[src/rtl/sdfp_pkg.sv]
package sdfp_pkg;

   localparam int BYTE_W = 8;

   localparam logic [3:0] DBG_MODE_IDLE = 4'h0;
   localparam logic [3:0] DBG_MODE_DATA = 4'h1;

   // bit 0 data, bit 1 sdio, bit 2 block (matches status_clr)
   typedef struct packed {
      logic block;
      logic sdio;
      logic data;
   } sdfp_flags_t;

endpackage

[src/rtl/sdfp_fifo.sv]
module sdfp_fifo #(
   parameter int WORD_W = 32,
   parameter int DEPTH  = 16
) (
   input  logic                       clk,
   input  logic                       rst_n,
   input  logic                       push,
   input  logic [WORD_W-1:0]          push_data,
   input  logic                       pop,
   output logic [WORD_W-1:0]          head,
   output logic [$clog2(DEPTH+1)-1:0] level,
   output logic                       full,
   output logic                       empty
);
   localparam int PTR_W = $clog2(DEPTH);
   localparam int LVL_W = $clog2(DEPTH + 1);

   if (DEPTH < 2) begin : g_bad_depth
      $error("sdfp_fifo: DEPTH must be at least 2");
   end

   logic [WORD_W-1:0] mem [DEPTH];
   logic [PTR_W-1:0]  rd_ptr, wr_ptr, rd_nxt, wr_nxt;
   logic [LVL_W-1:0]  lvl_q;
   logic              push_ok, pop_ok;

   assign full    = (lvl_q == LVL_W'(DEPTH));
   assign empty   = (lvl_q == '0);
   assign push_ok = push && !full;
   assign pop_ok  = pop && !empty;
   assign level   = lvl_q;
   assign head    = empty ? '0 : mem[rd_ptr];

   // pointer wrap: free for a power-of-two depth, compared otherwise
   if (DEPTH == (1 << PTR_W)) begin : g_wrap_pow2
      assign rd_nxt = rd_ptr + 1'b1;
      assign wr_nxt = wr_ptr + 1'b1;
   end else begin : g_wrap_cmp
      assign rd_nxt = (rd_ptr == PTR_W'(DEPTH - 1)) ? '0 : rd_ptr + 1'b1;
      assign wr_nxt = (wr_ptr == PTR_W'(DEPTH - 1)) ? '0 : wr_ptr + 1'b1;
   end

   always_ff @(posedge clk) begin
      if (push_ok) mem[wr_ptr] <= push_data;
   end

   always_ff @(posedge clk or negedge rst_n) begin
      if (!rst_n) begin
         rd_ptr <= '0;
         wr_ptr <= '0;
         lvl_q  <= '0;
      end else begin
         if (push_ok) wr_ptr <= wr_nxt;
         if (pop_ok)  rd_ptr <= rd_nxt;
         case ({push_ok, pop_ok})
            2'b10:   lvl_q <= lvl_q + 1'b1;
            2'b01:   lvl_q <= lvl_q - 1'b1;
            default: lvl_q <= lvl_q;
         endcase
      end
   end

endmodule

[src/rtl/sdfp_byte_engine.sv]
module sdfp_byte_engine
   import sdfp_pkg::*;
#(
   parameter int WORD_W  = 32,
   parameter int BSIZE_W = 10,
   parameter int BCNT_W  = 9
) (
   input  logic                       clk,
   input  logic                       rst_n,
   input  logic                       mode_rd,
   input  logic                       mode_wr,
   input  logic [BSIZE_W-1:0]         bsize,
   input  logic                       cnt_load,
   input  logic [BCNT_W-1:0]          cnt_value,
   input  logic                       fifo_full,
   input  logic                       fifo_empty,
   input  logic [WORD_W-1:0]          fifo_head,
   input  logic                       rx_valid,
   input  logic [BYTE_W-1:0]          rx_byte,
   output logic                       rx_take,
   output logic                       push,
   output logic [WORD_W-1:0]          push_data,
   output logic                       tx_valid,
   output logic [BYTE_W-1:0]          tx_byte,
   output logic                       pop,
   output logic [BSIZE_W+BCNT_W-1:0]  bytes_left,
   output logic                       blk_edge,
   output logic                       xfer_done
);
   localparam int CNT_W  = BSIZE_W + BCNT_W;
   localparam int LANES  = WORD_W / BYTE_W;
   localparam int LANE_W = $clog2(LANES);

   if ((WORD_W % BYTE_W) != 0 || LANES < 2) begin : g_bad_word
      $error("sdfp_byte_engine: WORD_W must be a multiple of 8, at least 16");
   end

   logic [CNT_W-1:0]   cnt_q;
   logic [BSIZE_W-1:0] blk_left_q;
   logic [LANE_W-1:0]  lane_q;
   logic [WORD_W-1:0]  acc_q, pack_word;
   logic [LANE_W-1:0]  held_q;
   logic [WORD_W-1:0]  sh_q;
   logic               active, last_byte, have_held, step;

   assign active    = (cnt_q != '0);
   assign last_byte = (cnt_q == CNT_W'(1));
   assign have_held = (held_q != '0);

   // ---------------- read side: pack bytes into a word ----------------
   assign rx_take = mode_rd && active && rx_valid && !fifo_full;

   for (genvar g = 0; g < LANES; g++) begin : g_lane
      assign pack_word[g*BYTE_W +: BYTE_W] =
         (lane_q == LANE_W'(g)) ? rx_byte : acc_q[g*BYTE_W +: BYTE_W];
   end

   assign push      = rx_take && ((lane_q == LANE_W'(LANES - 1)) || last_byte);
   assign push_data = pack_word;

   // ---------------- write side: unpack words into bytes --------------
   assign tx_valid = mode_wr && active && (have_held || !fifo_empty);
   assign pop      = mode_wr && active && !have_held && !fifo_empty;
   assign tx_byte  = have_held ? sh_q[BYTE_W-1:0] : fifo_head[BYTE_W-1:0];

   // ---------------- shared count and block tracking ------------------
   assign step      = rx_take || tx_valid;
   assign blk_edge  = tx_valid && (bsize != '0) && (blk_left_q == BSIZE_W'(1));
   assign xfer_done = step && last_byte;
   assign bytes_left = cnt_q;

   always_ff @(posedge clk or negedge rst_n) begin
      if (!rst_n) begin
         cnt_q      <= '0;
         blk_left_q <= '0;
         lane_q     <= '0;
         acc_q      <= '0;
         held_q     <= '0;
         sh_q       <= '0;
      end else if (cnt_load) begin
         cnt_q      <= CNT_W'(bsize) * CNT_W'(cnt_value);
         blk_left_q <= bsize;
         lane_q     <= '0;
         acc_q      <= '0;
         held_q     <= '0;
         sh_q       <= '0;
      end else begin
         if (step) begin
            cnt_q <= cnt_q - 1'b1;
            if (blk_left_q <= BSIZE_W'(1)) blk_left_q <= bsize;
            else                           blk_left_q <= blk_left_q - 1'b1;
         end
         if (rx_take) begin
            if (push) begin
               lane_q <= '0;
               acc_q  <= '0;
            end else begin
               lane_q <= lane_q + 1'b1;
               acc_q  <= pack_word;
            end
         end
         if (pop) begin
            sh_q   <= fifo_head >> BYTE_W;
            held_q <= LANE_W'(LANES - 1);
         end else if (tx_valid && have_held) begin
            sh_q   <= sh_q >> BYTE_W;
            held_q <= held_q - 1'b1;
         end
      end
   end

endmodule

[src/rtl/sdfp_status.sv]
module sdfp_status
   import sdfp_pkg::*;
(
   input  logic        clk,
   input  logic        rst_n,
   input  logic        data_evt,
   input  logic        data_ie,
   input  logic        blk_edge,
   input  logic        block_ie,
   input  logic        xfer_done,
   input  logic [2:0]  clr,
   output sdfp_flags_t flags,
   output logic        irq,
   output logic [3:0]  dbg_mode
);
   sdfp_flags_t flags_q, set_v;

   always_comb begin
      set_v       = '0;
      set_v.data  = data_evt;
      set_v.sdio  = data_evt && data_ie;
      set_v.block = blk_edge && block_ie;
   end

   always_ff @(posedge clk or negedge rst_n) begin
      if (!rst_n) begin
         flags_q  <= '0;
         dbg_mode <= DBG_MODE_IDLE;
      end else begin
         flags_q <= sdfp_flags_t'((flags_q & ~clr) | set_v);
         if (xfer_done) dbg_mode <= DBG_MODE_DATA;
      end
   end

   assign flags = flags_q;
   assign irq   = flags_q.sdio || flags_q.block;

endmodule

[src/rtl/sd_fifo_packer.sv]
module sd_fifo_packer
   import sdfp_pkg::*;
#(
   parameter int WORD_W     = 32,
   parameter int FIFO_DEPTH = 16,
   parameter int BSIZE_W    = 10,
   parameter int BCNT_W     = 9
) (
   input  logic                            clk,
   input  logic                            rst_n,
   input  logic                            mode_read,
   input  logic                            mode_write,
   input  logic                            cfg_data_irq_en,
   input  logic                            cfg_block_irq_en,
   input  logic                            host_wr,
   input  logic [WORD_W-1:0]               host_wdata,
   input  logic                            host_rd,
   output logic [WORD_W-1:0]               host_rdata,
   input  logic                            bsize_wr,
   input  logic [BSIZE_W-1:0]              bsize_wdata,
   input  logic                            bcount_wr,
   input  logic [BCNT_W-1:0]               bcount_wdata,
   input  logic                            card_rx_valid,
   input  logic [7:0]                      card_rx_byte,
   output logic                            card_rx_take,
   output logic                            card_tx_valid,
   output logic [7:0]                      card_tx_byte,
   input  logic [2:0]                      status_clr,
   output logic                            status_data,
   output logic                            status_sdio,
   output logic                            status_block,
   output logic                            irq,
   output logic [BSIZE_W+BCNT_W-1:0]       bytes_left,
   output logic [$clog2(FIFO_DEPTH+1)-1:0] dbg_level,
   output logic [3:0]                      dbg_mode
);
   localparam int LVL_W = $clog2(FIFO_DEPTH + 1);

   logic [BSIZE_W-1:0] bsize_q;
   logic               mode_rd, mode_wr;
   logic               eng_push, eng_pop, f_push, f_pop;
   logic [WORD_W-1:0]  eng_push_data, f_push_data, f_head;
   logic [LVL_W-1:0]   f_level;
   logic               f_full, f_empty, blk_edge, xfer_done;
   sdfp_flags_t        flags;

   assign mode_rd = mode_read;
   assign mode_wr = mode_write && !mode_read;

   always_ff @(posedge clk or negedge rst_n) begin
      if (!rst_n)        bsize_q <= '0;
      else if (bsize_wr) bsize_q <= bsize_wdata;
   end

   // FIFO side ownership follows the transfer direction
   assign f_push      = mode_rd ? eng_push      : host_wr;
   assign f_push_data = mode_rd ? eng_push_data : host_wdata;
   assign f_pop       = mode_wr ? eng_pop       : host_rd;

   sdfp_fifo #(
      .WORD_W (WORD_W),
      .DEPTH  (FIFO_DEPTH)
   ) fifo_i (
      .clk       (clk),
      .rst_n     (rst_n),
      .push      (f_push),
      .push_data (f_push_data),
      .pop       (f_pop),
      .head      (f_head),
      .level     (f_level),
      .full      (f_full),
      .empty     (f_empty)
   );

   sdfp_byte_engine #(
      .WORD_W  (WORD_W),
      .BSIZE_W (BSIZE_W),
      .BCNT_W  (BCNT_W)
   ) engine_i (
      .clk        (clk),
      .rst_n      (rst_n),
      .mode_rd    (mode_rd),
      .mode_wr    (mode_wr),
      .bsize      (bsize_q),
      .cnt_load   (bcount_wr),
      .cnt_value  (bcount_wdata),
      .fifo_full  (f_full),
      .fifo_empty (f_empty),
      .fifo_head  (f_head),
      .rx_valid   (card_rx_valid),
      .rx_byte    (card_rx_byte),
      .rx_take    (card_rx_take),
      .push       (eng_push),
      .push_data  (eng_push_data),
      .tx_valid   (card_tx_valid),
      .tx_byte    (card_tx_byte),
      .pop        (eng_pop),
      .bytes_left (bytes_left),
      .blk_edge   (blk_edge),
      .xfer_done  (xfer_done)
   );

   sdfp_status status_i (
      .clk       (clk),
      .rst_n     (rst_n),
      .data_evt  (eng_push || eng_pop),
      .data_ie   (cfg_data_irq_en),
      .blk_edge  (blk_edge),
      .block_ie  (cfg_block_irq_en),
      .xfer_done (xfer_done),
      .clr       (status_clr),
      .flags     (flags),
      .irq       (irq),
      .dbg_mode  (dbg_mode)
   );

   assign host_rdata   = f_head;
   assign dbg_level    = f_level;
   assign status_data  = flags.data;
   assign status_sdio  = flags.sdio;
   assign status_block = flags.block;

endmodule

[config.mk]
export PLATFORM = sky130hd
export DESIGN_NAME = sd_fifo_packer
export DESIGN_NICKNAME = d
export VERILOG_FILES = /design/src/rtl/sdfp_pkg.sv /design/src/rtl/sdfp_fifo.sv /design/src/rtl/sdfp_byte_engine.sv /design/src/rtl/sdfp_status.sv /design/src/rtl/sd_fifo_packer.sv
export SDC_FILE = /design/constraint.sdc
export NUM_CORES = 1
export LEC_CHECK = 0
export BUFFER_PORTS_ARGS = -buffer_cell sky130_fd_sc_hd__buf_4
export CORE_MARGIN = 2
export CORE_UTILIZATION = 50
export DETAILED_ROUTE_END_ITERATION = 6
export GPL_ROUTABILITY_DRIVEN = 0
export PLACE_DENSITY = 0.67
export SYNTH_ARGS = -nofsm -noshare
export SYNTH_HDL_FRONTEND = slang
export SYNTH_SLANG_ARGS = --single-unit
export TNS_END_PERCENT = 20
[constraint.sdc]
create_clock -name clk -period 9.85 [get_ports clk]
set_input_delay 1.4775 -clock clk [delete_from_list [all_inputs] [get_ports clk]]
set_output_delay 1.4775 -clock clk [all_outputs]
set_load 0.005 [all_outputs]
==> metrics.yaml <==
synth_edf_count: 512
synth_area_sq_um: 28800
final-instance-count-excl-fill: 2719
fp.coreArea_sq_um: 56600
post_cts_hold_buffer_count: 0
postCtsResizedCells: 0
grt_setup_unrepaired: "false"
crit_family: "flip-flops"
critical_path.max_stage_delay_ns: 1.11
layout-area-overhead-vs-synth_pct: 14.3
root_buffer: "sky130_fd_sc_hd__clkbuf_16"
status: "finished clean"
crit_path_max_fanout: 69
setup_failing_eps_final: 0
worstHoldPathCells: 1
clk_pin_slew_ns: 0.06
routed_wirelength_um: 72200
clock_latency_at_the_later_pin_of_the_worst_skew_pair_ns: 0.61
worst_setup_path_end_kind: "output port"
buffer_ports.inserted: 143
path_type_of_the_worst_min_delay_path: "reg2reg"
power.ir.vdd_worst_uv: 196
sequential_share_of_the_synthesized_area_pct: 63.5
place.detailed.hpwl_um: 42800
die_w_um: 244
detailedRoute.firstPassIterationCount: 5
fin_worst_skew_ns: 0.0301
timing.critical_path.required_ns: 8.37
timing.final.crit_share_pct: 56.6
route.vias.total: 16494
number_of_drc_markers_after_the_initial_detailed_route_iteration: 1896
setup.worst_path.class: "reg2out"
layout_commonest_cell: "sky130_fd_sc_hd__edfxtp_1"
crit_cells: 5
critical_path_top_delay_cell: "sky130_fd_sc_hd__dfrtp_4"
postSynth.asyncResetShare_pct: 18.5
max_freq_mhz: 179
critical_path.n_buffers_inverters: 2
final_hold_viol_count: 0
critPathLaunchType: "flop"
relSlewSlack_pct: 20.8
die_area_sq_um: 59500
max-cap-violations: 0
power.density_cell_area_nw_per_um2: 274
synth_flop_cell: "sky130_fd_sc_hd__edfxtp_1"
leakagePower_nw: 12.0
postRouteAntennaNets: 0
post_synth.cell_area_avg_sq_um: 16.2
postSynthCellCount: 1772
cts.repair_timing.setup_buffer_count: 0
floorplan.rows: 87
worst_pin_slew_ns: 1.19
cts_tree: "done"
dpl.cell_count: 2597
slew_violations: 0
cts_inserted_buffers: 67
layout_cell_share_with_drive_strength_beyond_1_pct: 24.6
wl_per_cell_um: 26.6
period_needed_ns: 5.57
cts.sink_count: 628
grt_remaining_overflow: 0
drc: 0
grt_start_max_net_pins: 102
netlist-cell-type-count: 65
htree_depth: 3
initial_utilization_pct: 50.8
yosys_warnings: 0
die_height_um: 244
grt_pass1_wl_um: 108000
design.final.nets: 2098
grt_antenna_before_repair: 3
ff2ff_path_depth: 15
drt-vias-per-instance: 6.07
cells_along_the_critical_path: "buf_4, mux4_2, mux4_2, nor2b_1, buf_4"
arrival_time_reported_for_the_critical_path_endpoint_ns: 4.10
postSynthRegisterBits: 628
ports: 147
clock_tree.buffer_depth: 3
final_cell_mix: "512 x sky130_fd_sc_hd__edfxtp_1, 170 x sky130_fd_sc_hd__buf_4, 152 x sky130_fd_sc_hd__mux4_2, 112 x sky130_fd_sc_hd__dfrtp_1, 101 x sky130_fd_sc_hd__inv_1"
grtUsageTotal_pct: 24.6
number_of_global_route_vias_before_repair: 16636
tns_ns: 0
==> path summary, 6_finish.rpt <==
| kind | start | to | slack [ns] |
|---|---|---|---|
| max | fifo_i.rd_ptr[1] | host_rdata[13] | 4.28 |
| min | status_i.dbg_mode[0] | status_i.dbg_mode[0] | 0.48 |
| max reg2reg | bsize_q[8] | engine_i.bytes_left[18] | 4.78 |
| min reg2reg | status_i.dbg_mode[0] | status_i.dbg_mode[0] | 0.48 |
| max in group asynchronous | rst_n | fifo_i.rd_ptr[0] | 7.42 |
| min in group asynchronous | rst_n | bsize_q[4] | 0.86 |
==> flip-flops by register name (all words and copies together) (netlist names) <==
name,count
bsize_q,10
engine_i.acc_q,32
engine_i.blk_left_q,10
engine_i.bytes_left,19
engine_i.held_q,2
engine_i.lane_q,2
engine_i.sh_q,24
fifo_i.level,5
fifo_i.mem,512
fifo_i.rd_ptr,4
fifo_i.wr_ptr,4
status_i.dbg_mode,1
status_i.flags,3
==> where the power goes <==
group | leakage, nW | switching, W | total (W) | internal [W]
clock | 1.08 | 0.00104 | 0.00251 | 0.00147
combinational | 4.82 | 0.00160 | 0.00313 | 0.00153
sequential | 6.13 | 0.000321 | 0.00338 | 0.00306
==> cell type report <==
class,instances,area (sq um)
fill,4366,23700
sequential,628,18300
multi-input combinational,940,9780
clock buffer,90,1870
timing repair buffer,171,1300
tap,756,946
inverter,102,383
clock inverter,31,327
antenna,1,2.50
==> cells in the mapped netlist (16+ instances only) <==
| library cell | count | share of area [%] |
|---|---|---|
| sky130_fd_sc_hd__a21oi_1 | 65 | 1.1 |
| sky130_fd_sc_hd__a221o_1 | 16 | 0.56 |
| sky130_fd_sc_hd__a22o_1 | 29 | 0.88 |
| sky130_fd_sc_hd__and2_1 | 90 | 2.0 |
| sky130_fd_sc_hd__buf_2 | 18 | 0.31 |
| sky130_fd_sc_hd__clkbuf_1 | 71 | 0.93 |
| sky130_fd_sc_hd__dfrtp_1 | 116 | 10 |
| sky130_fd_sc_hd__edfxtp_1 | 512 | 53 |
| sky130_fd_sc_hd__fa_1 | 58 | 4.0 |
| sky130_fd_sc_hd__ha_1 | 57 | 2.5 |
| sky130_fd_sc_hd__inv_1 | 101 | 1.3 |
| sky130_fd_sc_hd__mux2_2 | 21 | 0.82 |
| sky130_fd_sc_hd__mux2i_1 | 53 | 1.8 |
| sky130_fd_sc_hd__mux4_2 | 152 | 12 |
| sky130_fd_sc_hd__nand2_1 | 64 | 0.83 |
| sky130_fd_sc_hd__nor2_1 | 75 | 0.98 |
| sky130_fd_sc_hd__nor2b_1 | 26 | 0.57 |
| sky130_fd_sc_hd__nor3_1 | 27 | 0.47 |
| sky130_fd_sc_hd__o21ai_0 | 39 | 0.68 |
| sky130_fd_sc_hd__xnor2_1 | 27 | 0.82 |
==> kinds of logic after synthesis <==
| group | count (synthesis) | synth area share (%) |
|---|---|---|
| AND/OR/NAND/NOR | 356 | 6.69 |
| XOR/XNOR | 38 | 1.16 |
| adder cells (fa/ha/maj) | 115 | 6.51 |
| flip-flops | 628 | 63.5 |
| AO/OA/AOI/OAI | 202 | 4.68 |
| multiplexers | 226 | 14.6 |
| buffers and inverters | 206 | 2.88 |
| other | 1 | 0.0130 |
==> stage by stage <==
stage | worst slack [ns] | instance area [sq um] | util (%) | power [W] | hold WS [ns]
after detailed placement | 3.90 | 30700 | 54.2 | 0.00657 | 0.455
after global placement | 4.10 | 30700 | 54.2 | 0.00653 | 0.457
after floorplan | 3.60 | 28800 | - | 0.00538 | 0.451
final | 4.28 | 32900 | 58.1 | 0.00903 | 0.477
after global routing | 4.15 | 32900 | 58.1 | 0.00946 | 0.494
after CTS | 4.25 | 32900 | 58.1 | 0.00908 | 0.471
==> metal layers <==
| layer | share of wire, % | vias to the layer above | global-route usage [%] |
|---|---|---|---|
| li1 | - | 7015 | - |
| met1 | 41 | 8641 | 35.6 |
| met5 | 0.029 | - | 0 |
| met4 | 2.0 | 4 | 5.90 |
| met3 | 8.5 | 119 | 4.95 |
| met2 | 48 | 715 | 38.8 |
Note: power is estimated with default switching activity, not from simulation.
